===== config.mk =====
export PLATFORM = sky130hd
export DESIGN_NAME = lossy_block_rebuilder
export DESIGN_NICKNAME = d
export VERILOG_FILES = /design/src/rtl/lbr_pkg.sv /design/src/rtl/lbr_hdr_pack.sv /design/src/rtl/lbr_hdr_unpack.sv /design/src/rtl/lbr_sym_store.sv /design/src/rtl/lossy_block_rebuilder.sv
export SDC_FILE = /design/constraint.sdc
export NUM_CORES = 1
export LEC_CHECK = 0
export ABC_CLOCK_PERIOD_IN_PS = 9400
export BUFFER_PORTS_ARGS = -buffer_cell sky130_fd_sc_hd__buf_2
export CAP_MARGIN = 30
export CORE_AREA = 10 10 441 443
export DETAILED_ROUTE_END_ITERATION = 12
export DIE_AREA = 0 0 451 453
export PLACE_DENSITY = 0.43
export SLEW_MARGIN = 20
export SYNTH_ARGS = -nofsm -noshare
export SYNTH_HDL_FRONTEND = slang
export SYNTH_SLANG_ARGS = --single-unit

===== constraint.sdc =====
create_clock -name clk -period 9.4 [get_ports clk]
set_input_delay 0.47 -clock clk [delete_from_list [all_inputs] [get_ports clk]]
set_output_delay 0.47 -clock clk [all_outputs]
set_load 0.05 [all_outputs]

===== src/rtl/lbr_pkg.sv =====
package lbr_pkg;
  localparam int DEF_SYM_W = 16;
  localparam int DEF_NSYM  = 64;
  localparam int DEF_CNT_W = 4;
  localparam int DEF_PTR_W = 7;
  localparam int DEF_NWAY  = 4;

  typedef enum logic [1:0] {
    ST_HDR = 2'd0,
    ST_SYM = 2'd1,
    ST_OUT = 2'd2
  } rb_state_e;
endpackage


===== src/rtl/lbr_hdr_pack.sv =====
module lbr_hdr_pack #(
  parameter int NSYM  = lbr_pkg::DEF_NSYM,
  parameter int CNT_W = lbr_pkg::DEF_CNT_W,
  parameter int PTR_W = lbr_pkg::DEF_PTR_W,
  parameter int NWAY  = lbr_pkg::DEF_NWAY,
  localparam int IDX_W  = $clog2(NSYM),
  localparam int LEN_W  = CNT_W + 1,
  localparam int PTRS_W = (NWAY - 1) * PTR_W,
  localparam int HDR_W  = 1 + IDX_W + CNT_W + PTRS_W
) (
  input  logic              lossy,
  input  logic [IDX_W-1:0]  start,
  input  logic [LEN_W-1:0]  len,
  input  logic [PTRS_W-1:0] ptrs,
  output logic [HDR_W-1:0]  hdr
);
  localparam logic [LEN_W-1:0] FULL_RUN = LEN_W'(1 << CNT_W);

  logic [CNT_W-1:0] len_fld;

  // A full run folds onto the zero code of the length field.
  always_comb begin
    if (len == FULL_RUN) len_fld = '0;
    else                 len_fld = len[CNT_W-1:0];
  end

  assign hdr = {lossy, start, len_fld, ptrs};
endmodule


===== src/rtl/lbr_hdr_unpack.sv =====
module lbr_hdr_unpack #(
  parameter int NSYM  = lbr_pkg::DEF_NSYM,
  parameter int CNT_W = lbr_pkg::DEF_CNT_W,
  parameter int PTR_W = lbr_pkg::DEF_PTR_W,
  parameter int NWAY  = lbr_pkg::DEF_NWAY,
  localparam int IDX_W  = $clog2(NSYM),
  localparam int POS_W  = IDX_W + 1,
  localparam int LEN_W  = CNT_W + 1,
  localparam int PTRS_W = (NWAY - 1) * PTR_W,
  localparam int HDR_W  = 1 + IDX_W + CNT_W + PTRS_W
) (
  input  logic              clk,
  input  logic              rst_n,
  input  logic              take,
  input  logic              raw,
  input  logic [HDR_W-1:0]  bits,
  output logic              subst_en,
  output logic [IDX_W-1:0]  rng_lo,
  output logic [POS_W-1:0]  rng_hi,
  output logic [POS_W-1:0]  pred_idx,
  output logic [PTRS_W-1:0] way_ptrs
);
  localparam int LOSSY_B = HDR_W - 1;
  localparam int START_B = HDR_W - 2;
  localparam int CNT_B   = HDR_W - 2 - IDX_W;

  logic [IDX_W-1:0] f_start;
  logic [CNT_W-1:0] f_cnt;
  logic [LEN_W-1:0] run_len;
  logic [POS_W-1:0] hi_d;
  logic [POS_W-1:0] pidx_d;

  assign f_start = bits[START_B -: IDX_W];
  assign f_cnt   = bits[CNT_B -: CNT_W];

  // Zero in the length field stands for the longest run.
  always_comb begin
    if (f_cnt == '0) run_len = LEN_W'(1 << CNT_W);
    else             run_len = {1'b0, f_cnt};
    hi_d = POS_W'(f_start) + POS_W'(run_len) - POS_W'(1);
    // The prediction source is the first surviving symbol.
    if (f_start != '0) pidx_d = '0;
    else               pidx_d = POS_W'(run_len);
  end

  always_ff @(posedge clk) begin
    if (!rst_n) begin
      subst_en <= 1'b0;
      rng_lo   <= '0;
      rng_hi   <= '0;
      pred_idx <= '0;
      way_ptrs <= '0;
    end else if (take) begin
      if (raw) begin
        subst_en <= 1'b0;
        rng_lo   <= '0;
        rng_hi   <= '0;
        pred_idx <= '0;
        way_ptrs <= '0;
      end else begin
        subst_en <= bits[LOSSY_B];
        rng_lo   <= f_start;
        rng_hi   <= hi_d;
        pred_idx <= pidx_d;
        way_ptrs <= bits[PTRS_W-1:0];
      end
    end
  end


  run_span_chk: assert property (@(posedge clk) disable iff (!rst_n)
    subst_en |-> (rng_hi >= POS_W'(rng_lo)) && ((rng_hi - POS_W'(rng_lo)) < POS_W'(1 << CNT_W)));


  raw_clear_chk: assert property (@(posedge clk) disable iff (!rst_n)
    take && raw |=> !subst_en && (way_ptrs == '0));
endmodule


===== src/rtl/lbr_sym_store.sv =====
module lbr_sym_store #(
  parameter int SYM_W = lbr_pkg::DEF_SYM_W,
  parameter int NSYM  = lbr_pkg::DEF_NSYM,
  localparam int IDX_W = $clog2(NSYM),
  localparam int POS_W = IDX_W + 1,
  localparam int BLK_W = SYM_W * NSYM
) (
  input  logic             clk,
  input  logic             rst_n,
  input  logic             hdr_valid,
  output logic             hdr_ready,
  output logic             hdr_take,
  input  logic             subst_en,
  input  logic [IDX_W-1:0] rng_lo,
  input  logic [POS_W-1:0] rng_hi,
  input  logic [POS_W-1:0] pred_idx,
  input  logic             sym_valid,
  output logic             sym_ready,
  input  logic [SYM_W-1:0] sym_data,
  output logic             out_valid,
  input  logic             out_ready,
  output logic [BLK_W-1:0] out_block
);
  import lbr_pkg::*;

  rb_state_e        state_q, state_d;
  logic [IDX_W-1:0] idx_q;
  logic [SYM_W-1:0] pred_q;
  logic             pred_seen_q;
  logic             fire;
  logic             last;
  logic             pred_now;

  assign hdr_ready = (state_q == ST_HDR);
  assign sym_ready = (state_q == ST_SYM);
  assign out_valid = (state_q == ST_OUT);
  assign hdr_take  = hdr_valid && hdr_ready;
  assign fire      = sym_valid && sym_ready;
  assign last      = (idx_q == IDX_W'(NSYM - 1));
  assign pred_now  = fire && subst_en && ({1'b0, idx_q} == pred_idx);

  always_comb begin
    state_d = state_q;
    case (state_q)
      ST_HDR:  if (hdr_take)    state_d = ST_SYM;
      ST_SYM:  if (fire && last) state_d = ST_OUT;
      ST_OUT:  if (out_ready)   state_d = ST_HDR;
      default:                  state_d = ST_HDR;
    endcase
  end

  always_ff @(posedge clk) begin
    if (!rst_n) begin
      state_q     <= ST_HDR;
      idx_q       <= '0;
      pred_q      <= '0;
      pred_seen_q <= 1'b0;
    end else begin
      state_q <= state_d;
      if (hdr_take) begin
        idx_q       <= '0;
        pred_seen_q <= 1'b0;
      end else if (fire) begin
        idx_q <= idx_q + IDX_W'(1);
      end
      if (pred_now) begin
        pred_q      <= sym_data;
        pred_seen_q <= 1'b1;
      end
    end
  end

  // One storage slot per symbol position. A slot in the dropped run takes
  // the prediction as soon as it is known: either when the slot itself
  // arrives after the source, or by back-fill when the source arrives last.
  for (genvar i = 0; i < NSYM; i++) begin : g_slot
    logic [SYM_W-1:0] ent_q;
    logic             in_rng;

    assign in_rng = (POS_W'(i) >= POS_W'(rng_lo)) && (POS_W'(i) <= rng_hi);

    always_ff @(posedge clk) begin
      if (pred_now && in_rng) begin
        ent_q <= sym_data;
      end else if (fire && (idx_q == IDX_W'(i))) begin
        if (subst_en && in_rng && pred_seen_q) ent_q <= pred_q;
        else                                   ent_q <= sym_data;
      end
    end

    assign out_block[i*SYM_W +: SYM_W] = ent_q;
  end


  out_hold_chk: assert property (@(posedge clk) disable iff (!rst_n)
    out_valid && !out_ready |=> out_valid && $stable(out_block));


  out_rise_chk: assert property (@(posedge clk) disable iff (!rst_n)
    $rose(out_valid) |-> $past(fire && last));


  out_after_last_chk: assert property (@(posedge clk) disable iff (!rst_n)
    fire && last |=> out_valid);


  pred_known_chk: assert property (@(posedge clk) disable iff (!rst_n)
    $rose(out_valid) && subst_en |-> pred_seen_q);
endmodule


===== src/rtl/lossy_block_rebuilder.sv =====
module lossy_block_rebuilder #(
  parameter int SYM_W = lbr_pkg::DEF_SYM_W,
  parameter int NSYM  = lbr_pkg::DEF_NSYM,
  parameter int CNT_W = lbr_pkg::DEF_CNT_W,
  parameter int PTR_W = lbr_pkg::DEF_PTR_W,
  parameter int NWAY  = lbr_pkg::DEF_NWAY,
  localparam int IDX_W  = $clog2(NSYM),
  localparam int POS_W  = IDX_W + 1,
  localparam int LEN_W  = CNT_W + 1,
  localparam int PTRS_W = (NWAY - 1) * PTR_W,
  localparam int HDR_W  = 1 + IDX_W + CNT_W + PTRS_W,
  localparam int BLK_W  = SYM_W * NSYM
) (
  input  logic              clk,
  input  logic              rst_n,
  input  logic              pk_lossy,
  input  logic [IDX_W-1:0]  pk_start,
  input  logic [LEN_W-1:0]  pk_len,
  input  logic [PTRS_W-1:0] pk_ptrs,
  output logic [HDR_W-1:0]  pk_hdr,
  input  logic              hdr_valid,
  output logic              hdr_ready,
  input  logic              hdr_raw,
  input  logic [HDR_W-1:0]  hdr_bits,
  input  logic              sym_valid,
  output logic              sym_ready,
  input  logic [SYM_W-1:0]  sym_data,
  output logic [PTRS_W-1:0] way_ptrs,
  output logic              out_valid,
  input  logic              out_ready,
  output logic [BLK_W-1:0]  out_block
);
  logic             hdr_take;
  logic             subst_en;
  logic [IDX_W-1:0] rng_lo;
  logic [POS_W-1:0] rng_hi;
  logic [POS_W-1:0] pred_idx;

  lbr_hdr_pack #(
    .NSYM(NSYM), .CNT_W(CNT_W), .PTR_W(PTR_W), .NWAY(NWAY)
  ) u_pack (
    .lossy (pk_lossy),
    .start (pk_start),
    .len   (pk_len),
    .ptrs  (pk_ptrs),
    .hdr   (pk_hdr)
  );

  lbr_hdr_unpack #(
    .NSYM(NSYM), .CNT_W(CNT_W), .PTR_W(PTR_W), .NWAY(NWAY)
  ) u_unpack (
    .clk      (clk),
    .rst_n    (rst_n),
    .take     (hdr_take),
    .raw      (hdr_raw),
    .bits     (hdr_bits),
    .subst_en (subst_en),
    .rng_lo   (rng_lo),
    .rng_hi   (rng_hi),
    .pred_idx (pred_idx),
    .way_ptrs (way_ptrs)
  );

  lbr_sym_store #(
    .SYM_W(SYM_W), .NSYM(NSYM)
  ) u_store (
    .clk       (clk),
    .rst_n     (rst_n),
    .hdr_valid (hdr_valid),
    .hdr_ready (hdr_ready),
    .hdr_take  (hdr_take),
    .subst_en  (subst_en),
    .rng_lo    (rng_lo),
    .rng_hi    (rng_hi),
    .pred_idx  (pred_idx),
    .sym_valid (sym_valid),
    .sym_ready (sym_ready),
    .sym_data  (sym_data),
    .out_valid (out_valid),
    .out_ready (out_ready),
    .out_block (out_block)
  );
endmodule


==> impl_metrics.tcl <==
set metrics [dict create \
    hold_slack_ns 0.0809 \
    sw_frac_of_total_pct 23.6 \
    via_per_inst 4.99 \
    die_w_um 451 \
    fin_crit_sh_pct 39.8 \
    status "finished, final reports clean" \
    yosys_warnings 0 \
    fin_ws_ns 5.66 \
    ioPinCount 1167 \
    hold_viol 0 \
    path_class "input pin to flip-flop" \
    p_clk_share_pct 46.9 \
    final-setup-viol-count 0 \
    syn_area_per_cell_um2 15.9 \
    reg2reg_slack_ns 5.74 \
    multi_input_area_um2 15200 \
    fin_cells 6690 \
    wire_per_inst_um 37.2 \
    cts_root_buf "clkbuf_16" \
    final_common_cell "buf_2" \
    post-route-drc-count 0 \
    groute.usage.overall_pct 23.3 \
    hpwlAfterDp_mm 167 \
    cp.required_ns 9.94 \
    worstPathArrival_ns 4.28 \
    final_cell_mix "buf_2, edfxtp_1, mux2_2" \
    rsz0062_at_grt "false" \
    final_net_count 4201 \
    fin_crit_ns 3.74 \
    die_y_um 453 \
    place_ws_ns 5.44 \
    synth-compound-area-share_pct 3.39 \
    ys_seq_elements 1089 \
    area_growth_pct 27.4 \
    path_clk_slew_ns 0.05 \
    combPwrFrac_pct 5.4 \
    path_cells "dlygate4sd3_1 > buf_2 > nor4bb_1 > nand3_1 > o21ai_4 > buf_4 > or3_1 > mux2_2" \
    cts_sinks 1089 \
    grt_pass1_wl_mm 325 \
    synth-async-reset-ratio_pct 0 \
    ant_nets 0 \
    timing.rr.start "u_store.state_q[1]" \
    routed-via-count 33400 \
    syn_nets 3179 \
    hold_path_class "input pin to flip-flop" \
    maxCapViolations 0 \
    yosysSeqAreaShare_pct 65.7 \
    gr-total-overflow 0 \
    max_freq_ghz 0.267 \
    r2r_cells 6 \
    irDropWorstVdd_mv 0.141 \
    cts_buffers 136 \
    synthXorXnorAreaFrac_pct 0.215 \
    start_util_pct 26.4 \
    synthAdderAreaFrac_pct 0.400 \
    cts_max_level 4 \
    synth-edff-count 1024 \
    max_stage_delay_ns 0.83 \
    hold_start "hdr_bits[26]" \
    internal_power_mw 8.55 \
    insertion_delay_ns 0.82 \
    synthFlopType "edfxtp_1" \
    skew_ns 0.0371 \
    slew_viol_final 0 \
    antenna_found_initial 39 \
    synth_cells 3077 \
    hold_path_end "u_unpack.rng_lo[1]" \
    grt_pass1_vias 32900 \
    yosys.area_share.simple_pct 2.59 \
    endpoint_kind "flip-flop" \
    max-slew-margin-rel_pct 29.3 \
    core-area_um2 185000 \
    p_switching_mw 2.64 \
    portBuffers 1101 \
    std_cell_rows 158 \
    crit_path_start_kind "input pin" \
    placed_cells 6400 \
    worstReg2RegEnd "u_store.g_slot[36].ent_q[2]" \
    drive_above_1_share_pct 57.3 \
    path_max_fanout 44 \
    worstMarginPinSlew_ns 1.06 \
    hold_depth 3 \
    cts_post_setup_buffers_inserted 0 \
    clockBufferDepth 3 \
    ff_latch_area_um2 32100 \
    power_leakage_nw 22.4 \
    total_power_mw 11.2 \
    synthMuxAreaShare_pct 23.7 \
    power_density_nw_per_um2 180 \
    drt_wl_total_mm 249 \
    cts_tree "yes" \
    synth.distinct_cells 65 \
    fin_tns_setup_ns 0 \
    slowest_stage "or3_1" \
    synth_top_family_by_area "multiplexers" \
    die-area_um2 204000 \
    first_pass_iters 6 \
    nFillCells 18500 \
    sequentialPowerShare_pct 47.7 \
    netlist_area_um2 48800 \
    place_congestion 0.873 \
    drt_iter0_markers 3517 \
    grt_start_max_net_pins 54 \
]
what timing repair did:
item,4_1_cts,5_1_grt
resized for setup,0,0
endpoints found under the hold margin,36,0
hold buffers,35,0
per-layer routing:
| metal | track usage [%] | share of wire (%) |
|---|---|---|
| met4 | 11.4 | 5.7 |
| met5 | 0 | 0.062 |
| met2 | 39.6 | 49 |
| met3 | 4.82 | 6.5 |
| met1 | 27.9 | 39 |
Yosys cell counts, types with 3 or more instances:
master | instances | area share [%]
a211o_1 | 4 | 0.072
xor2_1 | 8 | 0.14
inv_1 | 28 | 0.22
o21ai_0 | 56 | 0.57
or2_2 | 21 | 0.27
o22ai_1 | 54 | 0.69
nor2_2 | 20 | 0.26
mux2_2 | 831 | 19
a21o_1 | 8 | 0.12
nand3_1 | 27 | 0.28
nor2_1 | 32 | 0.25
nor3_1 | 5 | 0.051
nand4_1 | 7 | 0.090
buf_2 | 57 | 0.58
buf_6 | 13 | 0.30
or3_1 | 8 | 0.10
clkbuf_1 | 285 | 2.2
a21oi_1 | 29 | 0.30
a221oi_1 | 3 | 0.054
edfxtp_1 | 1024 | 63
nand2b_1 | 3 | 0.038
ha_1 | 14 | 0.36
and2_1 | 8 | 0.10
or3b_2 | 3 | 0.054
mux2_1 | 193 | 4.5
a21boi_0 | 21 | 0.32
xnor2_1 | 4 | 0.072
dfxtp_1 | 65 | 2.7
a31oi_1 | 5 | 0.064
and4_1 | 3 | 0.054
nor2b_1 | 6 | 0.077
o211ai_1 | 8 | 0.12
o21a_1 | 7 | 0.11
a22o_1 | 31 | 0.56
buf_4 | 47 | 0.72
nand2_1 | 104 | 0.80
worst max-delay path by stage:
stage / from / endpoint / slack [ns] / cells past startpoint
after floorplan: u_store.state_q[0] / u_store.g_slot[57].ent_q[0] / 6.11 / 3
after global placement: sym_valid / u_store.g_slot[36].ent_q[11] / 5.50 / 7
after detailed placement: sym_valid / u_store.g_slot[36].ent_q[0] / 5.44 / 7
after CTS: u_store.state_q[1] / u_store.g_slot[36].ent_q[9] / 5.72 / 6
after global routing: sym_valid / u_store.g_slot[36].ent_q[2] / 5.50 / 8
final: sym_valid / u_store.g_slot[36].ent_q[2] / 5.66 / 8
flip-flops by register name, indices dropped and copies added (netlist names):
name                  cells
u_store.pred_q           16
u_store.g_slot.ent_q   1024
u_store.state_q           2
u_unpack.way_ptrs        21
u_store.idx_q             6
u_unpack.subst_en         1
u_unpack.rng_hi           7
u_store.pred_seen_q       1
u_unpack.rng_lo           6
u_unpack.pred_idx         5
critical path: cells and delay by family:
family / cells / cell delay [ns]
AND/OR/NAND/NOR: 3 / 1.87
AO/OA/AOI/OAI: 1 / 0.17
multiplexers: 1 / 0.41
buffers and inverters: 3 / 1.31
through the flow:
stage | area [um^2] | util, %
after global routing | 62100 | 33.6
after global placement | 56900 | 30.8
after detailed placement | 57400 | 31.0
after floorplan | 48800 | -
final | 62100 | 33.6
after CTS | 62000 | 33.5
cells by family after synthesis:
family,Yosys count
DFF,1089
muxes,1025
buffers and inverters,432
and+or+nand+nor,257
AOI/OAI and AO/OA,247
adders and majority gates,15
xor gates and xnor gates,12
final cells by class:
cell class	instances	area share [%]
timing repair buffer	1287	11.7
tap	2480	4.99
sequential	1089	51.7
multi-input combinational	1556	24.5
clock buffer	165	5.79
inverter	29	0.175
clock inverter	72	1.19
antenna	12	0.0483
power by group through the flow:
stage	Clock, mW	Combinational (mW)	Sequential [mW]
6_report	5.24	0.609	5.34
5_1_grt	5.54	0.650	5.34
4_1_cts	5.37	0.609	5.34
3_5_place_dp	0	0.595	5.44
3_3_place_gp	0	0.585	5.44
2_1_floorplan	0	0.375	5.47
No activity file was read; power rests on OpenSTA's default activity.
